[config.mk]
export PLATFORM = sky130hd
export DESIGN_NAME = triple_interval_timer
export DESIGN_NICKNAME = d
export VERILOG_FILES = /design/src/rtl/tmr_pkg.sv /design/src/rtl/tmr_prescaler.sv /design/src/rtl/tmr_decode.sv /design/src/rtl/tmr_channel.sv /design/src/rtl/triple_interval_timer.sv
export SDC_FILE = /design/constraint.sdc
export NUM_CORES = 1
export LEC_CHECK = 0
export CELL_PAD_IN_SITES_DETAIL_PLACEMENT = 0
export CELL_PAD_IN_SITES_GLOBAL_PLACEMENT = 2
export CORE_MARGIN = 5
export CORE_UTILIZATION = 42
export CTS_BUF_LIST = sky130_fd_sc_hd__clkbuf_2
export DETAILED_ROUTE_END_ITERATION = 10
export PLACE_DENSITY = 0.95
export RECOVER_POWER = 50
export SYNTH_ARGS = -nofsm -noshare
export SYNTH_HDL_FRONTEND = slang
export SYNTH_HIERARCHICAL = 1
export SYNTH_SLANG_ARGS = --single-unit
[constraint.sdc]
create_clock -name clk -period 5.4 [get_ports clk]
set_input_delay 1.08 -clock clk [delete_from_list [all_inputs] [get_ports clk]]
set_output_delay 1.08 -clock clk [all_outputs]
set_load 0.1 [all_outputs]
[src/rtl/tmr_pkg.sv]
package tmr_pkg;
  localparam int BANKS = 6;
  localparam int STS_W = 5;

  // bank indices used for decode and read muxing
  localparam int BK_CLK  = 0;
  localparam int BK_CNT  = 1;
  localparam int BK_VAL  = 2;
  localparam int BK_INTV = 3;
  localparam int BK_STS  = 4;
  localparam int BK_IEN  = 5;

  // field positions
  localparam int CC_PRE_EN  = 0;
  localparam int CC_EXP_LSB = 1;
  localparam int CC_SRC     = 5;
  localparam int CT_STOP    = 0;
  localparam int CT_MODE    = 1;
  localparam int CT_RESTART = 4;
  localparam int ST_INTV    = 0;
  localparam int ST_OVF     = 4;

  function automatic int unsigned bank_base(input int unsigned b);
    case (b)
      0:       return 32'h00;
      1:       return 32'h0C;
      2:       return 32'h18;
      3:       return 32'h24;
      4:       return 32'h54;
      default: return 32'h60;
    endcase
  endfunction
endpackage

[src/rtl/tmr_prescaler.sv]
module tmr_prescaler #(
  parameter int EXP_W = 4,
  localparam int DIV_W = 1 << EXP_W
) (
  input  logic             clk,
  input  logic             rst_n,
  input  logic             run,
  input  logic             en,
  input  logic [EXP_W-1:0] exp_sel,
  input  logic             clr,
  output logic             tick
);
  logic [DIV_W-1:0] div_q;
  logic [DIV_W:0]   lim_w;
  logic             at_lim;

  // divide ratio is 2^(exp_sel+1); terminal count is that minus one
  assign lim_w  = ((DIV_W+1)'(1) << ({1'b0, exp_sel} + 1'b1)) - (DIV_W+1)'(1);
  assign at_lim = (div_q == lim_w[DIV_W-1:0]);
  assign tick   = run && (!en || at_lim);

  always_ff @(posedge clk) begin
    if (!rst_n || clr) begin
      div_q <= '0;
    end else if (run && en) begin
      div_q <= at_lim ? '0 : div_q + 1'b1;
    end
  end
endmodule

[src/rtl/tmr_decode.sv]
module tmr_decode
  import tmr_pkg::*;
#(
  parameter int ADDR_W = 8,
  parameter int NUM_CH = 3
) (
  input  logic [ADDR_W-1:0]             addr,
  output logic [NUM_CH-1:0][BANKS-1:0]  hit
);
  for (genvar ch = 0; ch < NUM_CH; ch++) begin : g_ch
    for (genvar b = 0; b < BANKS; b++) begin : g_bank
      assign hit[ch][b] = (addr == ADDR_W'(bank_base(b) + 4 * ch));
    end
  end
endmodule

[src/rtl/tmr_channel.sv]
module tmr_channel
  import tmr_pkg::*;
#(
  parameter int CNT_W = 16,
  parameter int EXP_W = 4
) (
  input  logic             clk,
  input  logic             rst_n,
  input  logic             wr_clk,
  input  logic             wr_cnt,
  input  logic             wr_intv,
  input  logic             wr_ien,
  input  logic             rd_sts,
  input  logic [31:0]      wdata,
  output logic [31:0]      rd_vals [BANKS],
  output logic             irq,
  output logic [CNT_W-1:0] cnt_o,
  output logic             stop_o,
  output logic             pre_en_o,
  output logic [STS_W-1:0] sts_o
);
  logic             pre_en_q, src_q, stop_q, mode_q;
  logic [EXP_W-1:0] exp_q;
  logic [CNT_W-1:0] cnt_q, intv_q;
  logic [STS_W-1:0] sts_q, ien_q;
  logic             restart, tick, hit_intv, hit_max;
  logic [STS_W-1:0] events;

  assign restart  = wr_cnt && wdata[CT_RESTART];
  assign hit_intv = mode_q && (cnt_q == intv_q);
  assign hit_max  = (cnt_q == {CNT_W{1'b1}});

  tmr_prescaler #(.EXP_W(EXP_W)) u_pre (
    .clk     (clk),
    .rst_n   (rst_n),
    .run     (!stop_q),
    .en      (pre_en_q),
    .exp_sel (exp_q),
    .clr     (restart || wr_clk),
    .tick    (tick)
  );

  always_comb begin
    events = '0;
    if (tick && !restart) begin
      events[ST_INTV] = hit_intv;
      events[ST_OVF]  = !hit_intv && hit_max;
    end
  end

  // configuration registers
  always_ff @(posedge clk) begin
    if (!rst_n) begin
      pre_en_q <= 1'b0;
      exp_q    <= '0;
      src_q    <= 1'b0;
      stop_q   <= 1'b1;
      mode_q   <= 1'b0;
      intv_q   <= '1;
      ien_q    <= '0;
    end else begin
      if (wr_clk) begin
        pre_en_q <= wdata[CC_PRE_EN];
        exp_q    <= wdata[CC_EXP_LSB +: EXP_W];
        src_q    <= wdata[CC_SRC];
      end
      if (wr_cnt) begin
        stop_q <= wdata[CT_STOP];
        mode_q <= wdata[CT_MODE];
      end
      if (wr_intv) intv_q <= wdata[CNT_W-1:0];
      if (wr_ien) begin
        ien_q[ST_INTV] <= wdata[ST_INTV];
        ien_q[ST_OVF]  <= wdata[ST_OVF];
      end
    end
  end

  // counter and status
  always_ff @(posedge clk) begin
    if (!rst_n) begin
      cnt_q <= '0;
      sts_q <= '0;
    end else begin
      if (restart) begin
        cnt_q <= '0;
      end else if (tick) begin
        cnt_q <= hit_intv ? '0 : cnt_q + 1'b1;
      end
      sts_q <= (rd_sts ? '0 : sts_q) | events;
    end
  end

  assign irq = |(sts_q & ien_q);

  always_comb begin
    rd_vals[BK_CLK]  = 32'({src_q, exp_q, pre_en_q});
    rd_vals[BK_CNT]  = 32'({mode_q, stop_q});
    rd_vals[BK_VAL]  = 32'(cnt_q);
    rd_vals[BK_INTV] = 32'(intv_q);
    rd_vals[BK_STS]  = 32'(sts_q);
    rd_vals[BK_IEN]  = 32'(ien_q);
  end

  assign cnt_o    = cnt_q;
  assign stop_o   = stop_q;
  assign pre_en_o = pre_en_q;
  assign sts_o    = sts_q;
endmodule

[src/rtl/triple_interval_timer.sv]
module triple_interval_timer
  import tmr_pkg::*;
#(
  parameter int NUM_CH = 3,
  parameter int CNT_W  = 16,
  parameter int ADDR_W = 8
) (
  input  logic              clk,
  input  logic              rst_n,
  input  logic              bus_en,
  input  logic              bus_we,
  input  logic [ADDR_W-1:0] bus_addr,
  input  logic [31:0]       bus_wdata,
  output logic [31:0]       bus_rdata,
  output logic              bus_rvalid,
  output logic [NUM_CH-1:0] irq
);
  localparam int EXP_W = 4;

  logic [NUM_CH-1:0][BANKS-1:0] hit;
  logic [31:0]                  rd_vals [NUM_CH][BANKS];
  logic [31:0]                  rd_mux;
  logic                         wr_req, rd_req;
  logic [NUM_CH-1:0]            cnt_wr, sts_rd, stop_all, pre_en_all;
  logic [NUM_CH-1:0][CNT_W-1:0] cnt_all;
  logic [NUM_CH-1:0][STS_W-1:0] sts_all;

  assign wr_req = bus_en && bus_we;
  assign rd_req = bus_en && !bus_we;

  tmr_decode #(.ADDR_W(ADDR_W), .NUM_CH(NUM_CH)) u_dec (
    .addr (bus_addr),
    .hit  (hit)
  );

  for (genvar ch = 0; ch < NUM_CH; ch++) begin : g_chan
    assign cnt_wr[ch] = wr_req && hit[ch][BK_CNT];
    assign sts_rd[ch] = rd_req && hit[ch][BK_STS];

    tmr_channel #(.CNT_W(CNT_W), .EXP_W(EXP_W)) u_ch (
      .clk      (clk),
      .rst_n    (rst_n),
      .wr_clk   (wr_req && hit[ch][BK_CLK]),
      .wr_cnt   (cnt_wr[ch]),
      .wr_intv  (wr_req && hit[ch][BK_INTV]),
      .wr_ien   (wr_req && hit[ch][BK_IEN]),
      .rd_sts   (sts_rd[ch]),
      .wdata    (bus_wdata),
      .rd_vals  (rd_vals[ch]),
      .irq      (irq[ch]),
      .cnt_o    (cnt_all[ch]),
      .stop_o   (stop_all[ch]),
      .pre_en_o (pre_en_all[ch]),
      .sts_o    (sts_all[ch])
    );
  end

  always_comb begin
    rd_mux = '0;
    for (int ch = 0; ch < NUM_CH; ch++) begin
      for (int b = 0; b < BANKS; b++) begin
        if (hit[ch][b]) rd_mux = rd_mux | rd_vals[ch][b];
      end
    end
  end

  always_ff @(posedge clk) begin
    if (!rst_n) begin
      bus_rdata  <= '0;
      bus_rvalid <= 1'b0;
    end else begin
      bus_rvalid <= rd_req;
      if (rd_req) bus_rdata <= rd_mux;
    end
  end
endmodule

After elaboration in Yosys (flattened, before gate mapping)
Cells that the tools add are included.
{ "totals": {"regBits": 222, "latch_bits": 0, "mem_bits_rw": 0, "mem_bits_ro": 0, "out_inout_bits": 36, "wordCells": 195, "mem_count": 0} }
{ "classes": {"add_sub_neg": 12, "n_mul": 0, "n_div": 0, "order_cmp": 0, "eq_ne": 26, "shifts": 3, "n_mux": 33, "bitwise": 24, "reduce_logical": 65} }
{ "ops": {"columns": ["cell", "count"], "rows": [
  ["32-bit two-way mux", 16],
  ["32-bit by 16-bit bitwise OR with 32-bit output", 6],
  ["32-bit by 5-bit bitwise OR with 32-bit output", 6],
  ["16-bit by 1-bit adder with 16-bit output, second input constant", 6],
  ["16-bit equality test", 6],
  ["16-bit two-way mux", 6],
  ["32-bit by 2-bit bitwise OR with 32-bit output", 2],
  ["32-bit by 6-bit bitwise OR with 32-bit output", 2],
  ["16-bit equality test, second input constant", 3],
  ["8-bit by 7-bit equality test with 1-bit output, second input constant", 6],
  ["1-bit by 5-bit left shift with 16-bit output, first input constant", 3],
  ["16-bit by 2-bit subtractor with 16-bit output, second input constant", 3],
  ["1-bit logical AND", 35],
  ["8-bit by 5-bit equality test with 1-bit output, second input constant", 4],
  ["8-bit by 6-bit equality test with 1-bit output, second input constant", 4],
  ["8-bit by 4-bit equality test with 1-bit output, second input constant", 2],
  ["4-bit by 1-bit adder with 5-bit output, second input constant", 3],
  ["5-bit AND", 3],
  ["5-bit two-way mux", 3],
  ["5-bit bitwise OR", 3],
  ["5-bit OR reduction", 3],
  ["1-bit zero test", 14],
  ["6-bit two-way mux", 2],
  ["1-bit logical OR", 9],
  ["other kinds (6)", 13]
]} }

Longest topological paths before layout
Gate-level depths: netlist (run 1).
{ "logic_depth": {"ltp_word": 36, "mapped_depth": 16, "depth_no_buf": 14} }

Cells and area by module
Netlist (run 1), hierarchy kept.
{ "by_module_without_submodules": {"columns": ["module", "n_inst", "cells_per_inst", "area_per_inst_um2"], "rows": [
  ["tmr_channel", 3, 379, 3266.9],
  ["tmr_prescaler", 3, 192, 1508.9],
  ["triple_interval_timer", 1, 570, 4252.8],
  ["tmr_decode", 1, 27, 178.9]
]} }

Worst setup path after synthesis (run 1)
No wires, ideal clock.
{ "synth_timing": {"kind": "register to register", "from": "reg g_chan[0].u_ch.exp_q[1]", "to": "reg g_chan[0].u_ch.cnt_q[13]", "arrival_ps": 3638, "required_time_ps": 5322, "path_slack_ps": 1684, "stages_incl_launch_ff": 16, "n_path_buf": 1, "cell_sequence": "dfxtp_1 -> nor4_2 -> inv_1 -> ha_1 -> or4bb_1 -> a211o_1 -> o211ai_1 -> nand4_1 -> a2111oi_4 -> buf_6 -> o21a_1 -> nand4_1 -> nor2_1 -> nand4_1 -> xor2_1 -> nor3_1"} }
{ "synth_via": {"elab_chain_len": 6} }
{ "synth_lines": {"columns": ["element", "line_no", "text"], "rows": [
  ["start, declared", "tmr_channel.sv:23", "logic [EXP_W-1:0] exp_q;"],
  ["start signal, assigned", "tmr_channel.sv:64", "exp_q <= wdata[CC_EXP_LSB +: EXP_W];"],
  ["4-bit by 1-bit adder with 5-bit output", "tmr_prescaler.sv:18", "assign lim_w = ((DIV_W+1)'(1) << ({1'b0, exp_sel} + 1'b1)) - (DIV_W+1)'(1);"],
  ["1-bit by 5-bit left shift with 16-bit output", "tmr_prescaler.sv:18", null],
  ["16-bit by 2-bit subtractor with 16-bit output", "tmr_prescaler.sv:18", null],
  ["16-bit equality test", "tmr_prescaler.sv:19", "assign at_lim = (div_q == lim_w[DIV_W-1:0]);"],
  ["1-bit logical OR", "tmr_prescaler.sv:20", "assign tick = run && (!en || at_lim);"],
  ["1-bit logical AND", "tmr_prescaler.sv:20", null],
  ["named net g_chan[0].u_ch.tick", "tmr_channel.sv:26", "logic restart, tick, hit_intv, hit_max;"],
  ["end signal, assigned", "tmr_channel.sv:88", "cnt_q <= hit_intv ? '0 : cnt_q + 1'b1;"],
  ["end, declared", "tmr_channel.sv:24", "logic [CNT_W-1:0] cnt_q, intv_q;"]
]} }
The timed path passes the listed nets, and every way through them passes these cells.
A chain may end at the register's enable or synchronous reset.

Worst setup path in the final report (run 1)
{ "layout_timing": {"from": "reg g_chan[2].u_ch.exp_q[1]", "to": "reg g_chan[2].u_ch.sts_q[4]"} }
{ "layout_via": {"elab_chain_len": 9} }
{ "layout_lines": {"columns": ["element", "line_no", "text"], "rows": [
  ["start, declared", "tmr_channel.sv:23", null],
  ["start signal, assigned", "tmr_channel.sv:64", null],
  ["4-bit by 1-bit adder with 5-bit output", "tmr_prescaler.sv:18", null],
  ["1-bit by 5-bit left shift with 16-bit output", "tmr_prescaler.sv:18", null],
  ["16-bit by 2-bit subtractor with 16-bit output", "tmr_prescaler.sv:18", null],
  ["16-bit equality test", "tmr_prescaler.sv:19", null],
  ["1-bit logical OR", "tmr_prescaler.sv:20", null],
  ["1-bit logical AND", "tmr_prescaler.sv:20", null],
  ["named net g_chan[2].u_ch.tick", "tmr_channel.sv:26", null],
  ["1-bit logical AND", "tmr_channel.sv:45", "if (tick && !restart) begin"],
  ["1-bit two-way mux", "tmr_channel.sv:45", null],
  ["5-bit bitwise OR", "tmr_channel.sv:90", "sts_q <= (rd_sts ? '0 : sts_q) | events;"],
  ["end signal, assigned", "tmr_channel.sv:90", null],
  ["end, declared", "tmr_channel.sv:25", "logic [STS_W-1:0] sts_q, ien_q;"]
]} }
The timed path passes the listed nets, and every way through them passes these cells.

==> results.sh, run 1 <==
export IMPL_gr_total_overflow=0
export IMPL_reg2regPathDepth=14
export IMPL_avgSynthCellArea_um2=8.12
export IMPL_grt_pass1_wl_um=81900
export IMPL_fp_coreArea_um2=44000
export IMPL_gp_congestion=0.889
export IMPL_dp_hpwl_um=35000
export IMPL_setup_tns_ps=0
export IMPL_io_pins=80
export IMPL_drtIter0Drc=1121
export IMPL_max_cap_violations=2
export IMPL_path_clk_slew_ps=100
export IMPL_cts_buffers=59
export IMPL_violations="capacitance limit, slew limit"
export IMPL_vias=15007
export IMPL_grt_max_degree=77
export IMPL_critPathLaunchType="flip-flop"
export IMPL_initial_core_util_pct=42.4
export IMPL_antenna_found_initial=1
export IMPL_slew_viol_final=47
export IMPL_fillers=4562
export IMPL_ys_warn_count=6
export IMPL_viasPerCell=5.23
export IMPL_regArea_um2=4260
export IMPL_worst_ep_arrival_time_ps=5370
export IMPL_clkSinkCount=213
export IMPL_tightest_slew_ps=2480
export IMPL_multi_input_area_um2=11300
export IMPL_synth_cells=2295
export IMPL_clock_fmax_ghz=0.222
export IMPL_port_buffers=63
export IMPL_r2r_setup_slack_ps=900
export IMPL_area_growth_pct=-4.40
export IMPL_drive_above_1_share_pct=8.47
export IMPL_status="complete, but fails checks"
export IMPL_min_to="g_chan[1].u_ch/sts_o[4]"
export IMPL_r2r_end="g_chan[2].u_ch/sts_o[4]"
export IMPL_power_density_nw_per_um2=173
export IMPL_final_setup_skew_ps=110
export IMPL_first_global_vias=14352
export IMPL_dr_pass1_iters=7
export IMPL_total_power_mw=3.08
export IMPL_whs_path_depth=2
export IMPL_clk_latency_ps=1050
export IMPL_hold_class="reg2reg"
export IMPL_hold_viol=0
export IMPL_cts_tree="yes"
export IMPL_crit_type="reg2reg"
export IMPL_die_x_um=221
export IMPL_clockRootBuffer="clkbuf_2"
export IMPL_required_ps=6280
export IMPL_hp_start="g_chan[1].u_ch/sts_o[4]"
export IMPL_cts_resized=0
export IMPL_slew_headroom_pct=-65.5
export IMPL_cts_max_level=2
export IMPL_fin_crit_ps=4500
export IMPL_crit_path_end_kind="flip-flop"
export IMPL_dieHeight_um=221
export IMPL_die_area_um2=48700
export IMPL_rows=77
export IMPL_cts_hold_buf=0
export IMPL_fin_crit_sh_pct=83.2
export IMPL_routed_wl_um=52700
export IMPL_grt_use_total_pct=21.2
export IMPL_remaining_drc_errors=0
export IMPL_synth_area_um2=18600
export IMPL_final_nets=2290
export IMPL_postCtsSetupBuffers=0
export IMPL_setup_viol=0
export IMPL_rsz0062_at_grt="no"
export IMPL_post_drt_wl_per_cell_um=18.3
export IMPL_reg2reg_from="g_chan[2].u_ch/exp_q[1]"
export IMPL_power_leakage_nw=6.73
export IMPL_max_vdd_ir_drop_v=0.000141
export IMPL_path_max_fanout=16
export IMPL_ant_nets=0
export IMPL_cts_buffer_depth=3
cells in the final DEF, fill, tap and decap left out, types with 60 or more instances in the layout:
cell type and n:
nand3_1 67, nor2_1 60, nand4_1 66, a22oi_1 198
mux2i_1 78, dfxtp_1 213, conb_1 447, xor2_1 99
nor3_1 70, a21oi_1 65, clkbuf_2 87, nand2_1 170
routing by layer:
metal | vias to the layer above | track usage (%) | share of wire [%]
li1 | 7329 | - | -
met5 | - | 0 | 0
met1 | 7137 | 27.9 | 45
met4 | 0 | 8.77 | 4.1
met3 | 113 | 3.37 | 5.0
met2 | 428 | 34.6 | 46
worst max path at each step:
stage                            startpoint  slack (ps)                       end  cells past startpoint
floorplan           g_chan[0].u_ch/exp_q[1]        1680  g_chan[0].u_ch/cnt_o[13]                     15
global placement    g_chan[2].u_ch/exp_q[1]        1080   g_chan[2].u_ch/sts_o[4]                     14
detailed placement  g_chan[1].u_ch/exp_q[1]        1040  g_chan[1].u_ch/cnt_o[13]                     14
CTS                 g_chan[1].u_ch/exp_q[1]        1040  g_chan[1].u_ch/cnt_o[13]                     14
global route        g_chan[1].u_ch/exp_q[1]         610  g_chan[1].u_ch/cnt_o[13]                     14
finish              g_chan[2].u_ch/exp_q[1]         900   g_chan[2].u_ch/sts_o[4]                     14
worst max-delay path, stage by stage (launching register included):
cell and delay, ps:
dfxtp_1 330, nor4_2 450, inv_1 80, ha_1 390, or4bb_1 560, a211o_1 310
o211ai_1 140, nand4_1 190, a2111oi_4 390, o21a_1 380, nand3_1 160, or2_2 360
nor3_1 290, o21ai_0 190, a21boi_0 180
state kept, by name, indices dropped and copies added (netlist names), 3 cells and up:
| signal | cells |
|---|---|
| g_chan.u_ch/sts_o | 6 |
| g_chan.u_ch/pre_en_o | 3 |
| g_chan.u_ch/mode_q | 3 |
| g_chan.u_ch/ien_q | 6 |
| bus_rdata | 32 |
| g_chan.u_ch/u_pre/div_q | 48 |
| g_chan.u_ch/intv_q | 48 |
| g_chan.u_ch/stop_o | 3 |
| g_chan.u_ch/exp_q | 12 |
| g_chan.u_ch/cnt_o | 48 |
| g_chan.u_ch/src_q | 3 |
area by class of cell:
class                   instances  share of cell area, %
multi-input cells            1833                   63.4
well taps                     592                   4.15
flip-flops and latches        213                   23.9
clock buffers                  87                   2.44
diodes                          1                 0.0140
repair buffers                100                   5.04
inverters                      30                  0.632
clock inverters                15                  0.358
power breakdown:
group / switching [mW] / internal, mW
Sequential: 0.0128 / 1.58
Clock: 0.742 / 0.428
Combinational: 0.243 / 0.0748
Total: 0.997 / 2.09
per-stage QoR:
| stage | std cells | utilization, % | hold slack (ps) | instance area (µm²) | worst slack [ps] |
|---|---|---|---|---|---|
| after floorplan | 2736 | - | 467 | 20300 | 1680 |
| after global placement | 2768 | 39.5 | 498 | 17400 | 1080 |
| after detailed placement | 2768 | 39.5 | 500 | 17400 | 1040 |
| after CTS | 2870 | 40.7 | 475 | 17900 | 1040 |
| after global routing | 2871 | 40.5 | 533 | 17800 | 609 |
| final | 2871 | 40.5 | 506 | 17800 | 905 |
(Power assumes the default switching activity.)
==> inputs of run 2 (changes only) <==
CORE_UTILIZATION = 35   (was 42)
PLACE_DENSITY = 0.86   (was 0.95)
clock period = 4.1 ns   (was 5.4 ns; I/O delays follow)
==> run 2 against run 1 <==
The run still ends with capacitance limit, slew limit left. Flip-flop and latch count unchanged. Largest power group unchanged. Critical path depth up 1. Critical endpoint is now g_chan[1].u_ch/sts_o[4]. Combinational power rose by 36%. Non-clock buffer count rose by 37. First-iteration DRC count increased by 22%. Cell count is 4.8% higher.
==> results.sh, run 2 (same netlist as run 1, synthesis figures left out) <==
export IMPL_status="complete, but fails checks"
export IMPL_violations="capacitance limit, slew limit"
export IMPL_fillers=5583
export IMPL_fin_crit_sh_pct=94.9
export IMPL_fin_crit_ps=3890
export IMPL_r2r_end="g_chan[1].u_ch/sts_o[4]"
export IMPL_vias=15081
export IMPL_multi_input_area_um2=11400
export IMPL_setup_tns_ps=0
export IMPL_cts_max_level=2
export IMPL_crit_path_end_kind="flip-flop"
export IMPL_die_area_um2=58000
export IMPL_grt_use_total_pct=18.6
export IMPL_area_growth_pct=-1.97
export IMPL_power_leakage_nw=6.91
export IMPL_post_route_util_pct=34.7
export IMPL_rows=84
export IMPL_initial_core_util_pct=35.4
export IMPL_required_ps=5080
export IMPL_hold_viol=0
export IMPL_rsz0062_at_grt="no"
export IMPL_regArea_um2=4260
export IMPL_path_cells="nor4_4, inv_1, ha_1, or4bb_1, a211o_1, o211ai_1, nand4_1, a2111oi_4, o21a_1, buf_12, nand3_1, or2_2, nor3_2, o21ai_0, a21boi_0"
export IMPL_port_buffers=63
export IMPL_dieHeight_um=241
export IMPL_r2r_setup_slack_ps=210
export IMPL_routed_wl_um=54900
export IMPL_path_max_fanout=6
export IMPL_combPwrFrac_pct=10.4
export IMPL_worstSetupEndpoint="g_chan[1].u_ch/sts_o[4]"
export IMPL_mostFrequentLayoutCell="conb_1"
export IMPL_layout_common_cells="447 x conb_1, 213 x dfxtp_1, 198 x a22oi_1"
export IMPL_finalWorstSetupSlack_ps=209
export IMPL_max_stage_delay_ps=510
export IMPL_clockRootBuffer="clkbuf_2"
export IMPL_clkPwrFrac_pct=38.8
export IMPL_critPathLaunchType="flip-flop"
export IMPL_final_setup_skew_ps=132
export IMPL_post_drt_wl_per_cell_um=18.2
export IMPL_first_global_vias=14714
export IMPL_cts_tree="yes"
export IMPL_grt_max_degree=48
export IMPL_clkSinkCount=213
export IMPL_fp_coreArea_um2=52700
export IMPL_max_vdd_ir_drop_v=0.000172
export IMPL_worst_hold_slack_ps=205
export IMPL_cts_buffer_depth=3
export IMPL_cts_buffers=61
export IMPL_pre_cts_slack_ps=172
export IMPL_gr_total_overflow=0
export IMPL_p_seq_share_pct=50.8
export IMPL_io_pins=80
export IMPL_dp_hpwl_um=37100
export IMPL_grt_pass1_wl_um=85800
export IMPL_slew_viol_final=17
export IMPL_p_int_mw=2.78
export IMPL_remaining_drc_errors=0
export IMPL_reg2reg_from="g_chan[1].u_ch/exp_q[0]"
export IMPL_gp_congestion=0.870
export IMPL_worst_ep_arrival_time_ps=4870
export IMPL_dr_pass1_iters=6
export IMPL_antenna_found_initial=3
export IMPL_crit_type="reg2reg"
export IMPL_max_cap_violations=1
export IMPL_startpoint="g_chan[1].u_ch/exp_q[0]"
export IMPL_power_density_nw_per_um2=226
export IMPL_setup_viol=0
export IMPL_ant_nets=0
export IMPL_final_nets=2329
export IMPL_path_clk_slew_ps=130
export IMPL_clk_latency_ps=1090
export IMPL_postCtsSetupBuffers=0
export IMPL_viasPerCell=5.01
export IMPL_drtIter0Drc=1371
export IMPL_clock_fmax_ghz=0.257
export IMPL_switchingPower_mw=1.36
export IMPL_crit_path_top_delay_cell="or4bb_1"
export IMPL_hold_class="in2reg"
export IMPL_die_x_um=241
export IMPL_drive_above_1_share_pct=9.96
export IMPL_slew_headroom_pct=-33.5
export IMPL_switching_share_pct=32.8
export IMPL_tightest_slew_ps=2000
export IMPL_reg2regPathDepth=15
export IMPL_hp_start="rst_n"
[run 2: cell type report]
type	instances	share of cell area [%]
Antenna cell	3	0.0411
Clock buffer	91	2.49
Clock inverter	15	0.370
Inverter	30	0.616
Multi-Input combinational cell	1833	62.2
Sequential cell	213	23.3
Tap cell	688	4.71
Timing Repair Buffer	137	6.20
[run 2: worst min path at each step]
stage	endpoint	slack (ps)	depth (start not counted)
3_5_place_dp	g_chan[1].u_ch/intv_q[12]	510	2
6_report	g_chan[0].u_ch/intv_q[15]	200	2
4_1_cts	g_chan[0].u_ch/intv_q[15]	70	2
3_3_place_gp	g_chan[1].u_ch/intv_q[15]	500	2
2_1_floorplan	g_chan[2].u_ch/sts_o[4]	470	2
5_1_grt	g_chan[2].u_ch/intv_q[13]	150	2
[run 2: stage by stage]
| step | instances | cell area [µm²] | total power, mW |
|---|---|---|---|
| floorplan | 2736 | 20300 | 2.73 |
| global placement | 2901 | 17800 | 2.58 |
| detailed placement | 2901 | 17800 | 2.58 |
| CTS | 3007 | 18300 | 4.23 |
| global route | 3009 | 18300 | 4.38 |
| finish | 3010 | 18300 | 4.14 |
[run 2: what timing repair did]
action	CTS	global route
hold buffers	0	0
gates resized for setup	0	9
setup endpoints to repair	0	14
[run 2: critical path, delay by kind of cell, from the launching register on]
kind	cells	cell delay, ps
compound gates	6	1350
fa+ha+maj	1	230
buf+inv	2	200
simple gates	6	1640
flops	1	350
[run 2: per-layer routing]
| metal | GRT usage [%] | share of wire (%) |
|---|---|---|
| met2 | 30.8 | 47 |
| met5 | 0 | 0 |
| met3 | 3.10 | 4.4 |
| met4 | 6.05 | 2.8 |
| met1 | 24.8 | 46 |
[run 2: power by group through the flow]
| stage | sequential (mW) | combinational [mW] | clock (mW) |
|---|---|---|---|
| after floorplan | 2.28 | 0.455 | 0 |
| after global placement | 2.15 | 0.428 | 0 |
| after detailed placement | 2.15 | 0.429 | 0 |
| after CTS | 2.10 | 0.430 | 1.70 |
| after global routing | 2.11 | 0.470 | 1.80 |
| final | 2.10 | 0.431 | 1.61 |
==> inputs of run 3 (changes only) <==
TNS_END_PERCENT = 1   (was default)
==> results of run 3 <==
Same layout as run 2: the final DEF is identical, and so are final timing and power.
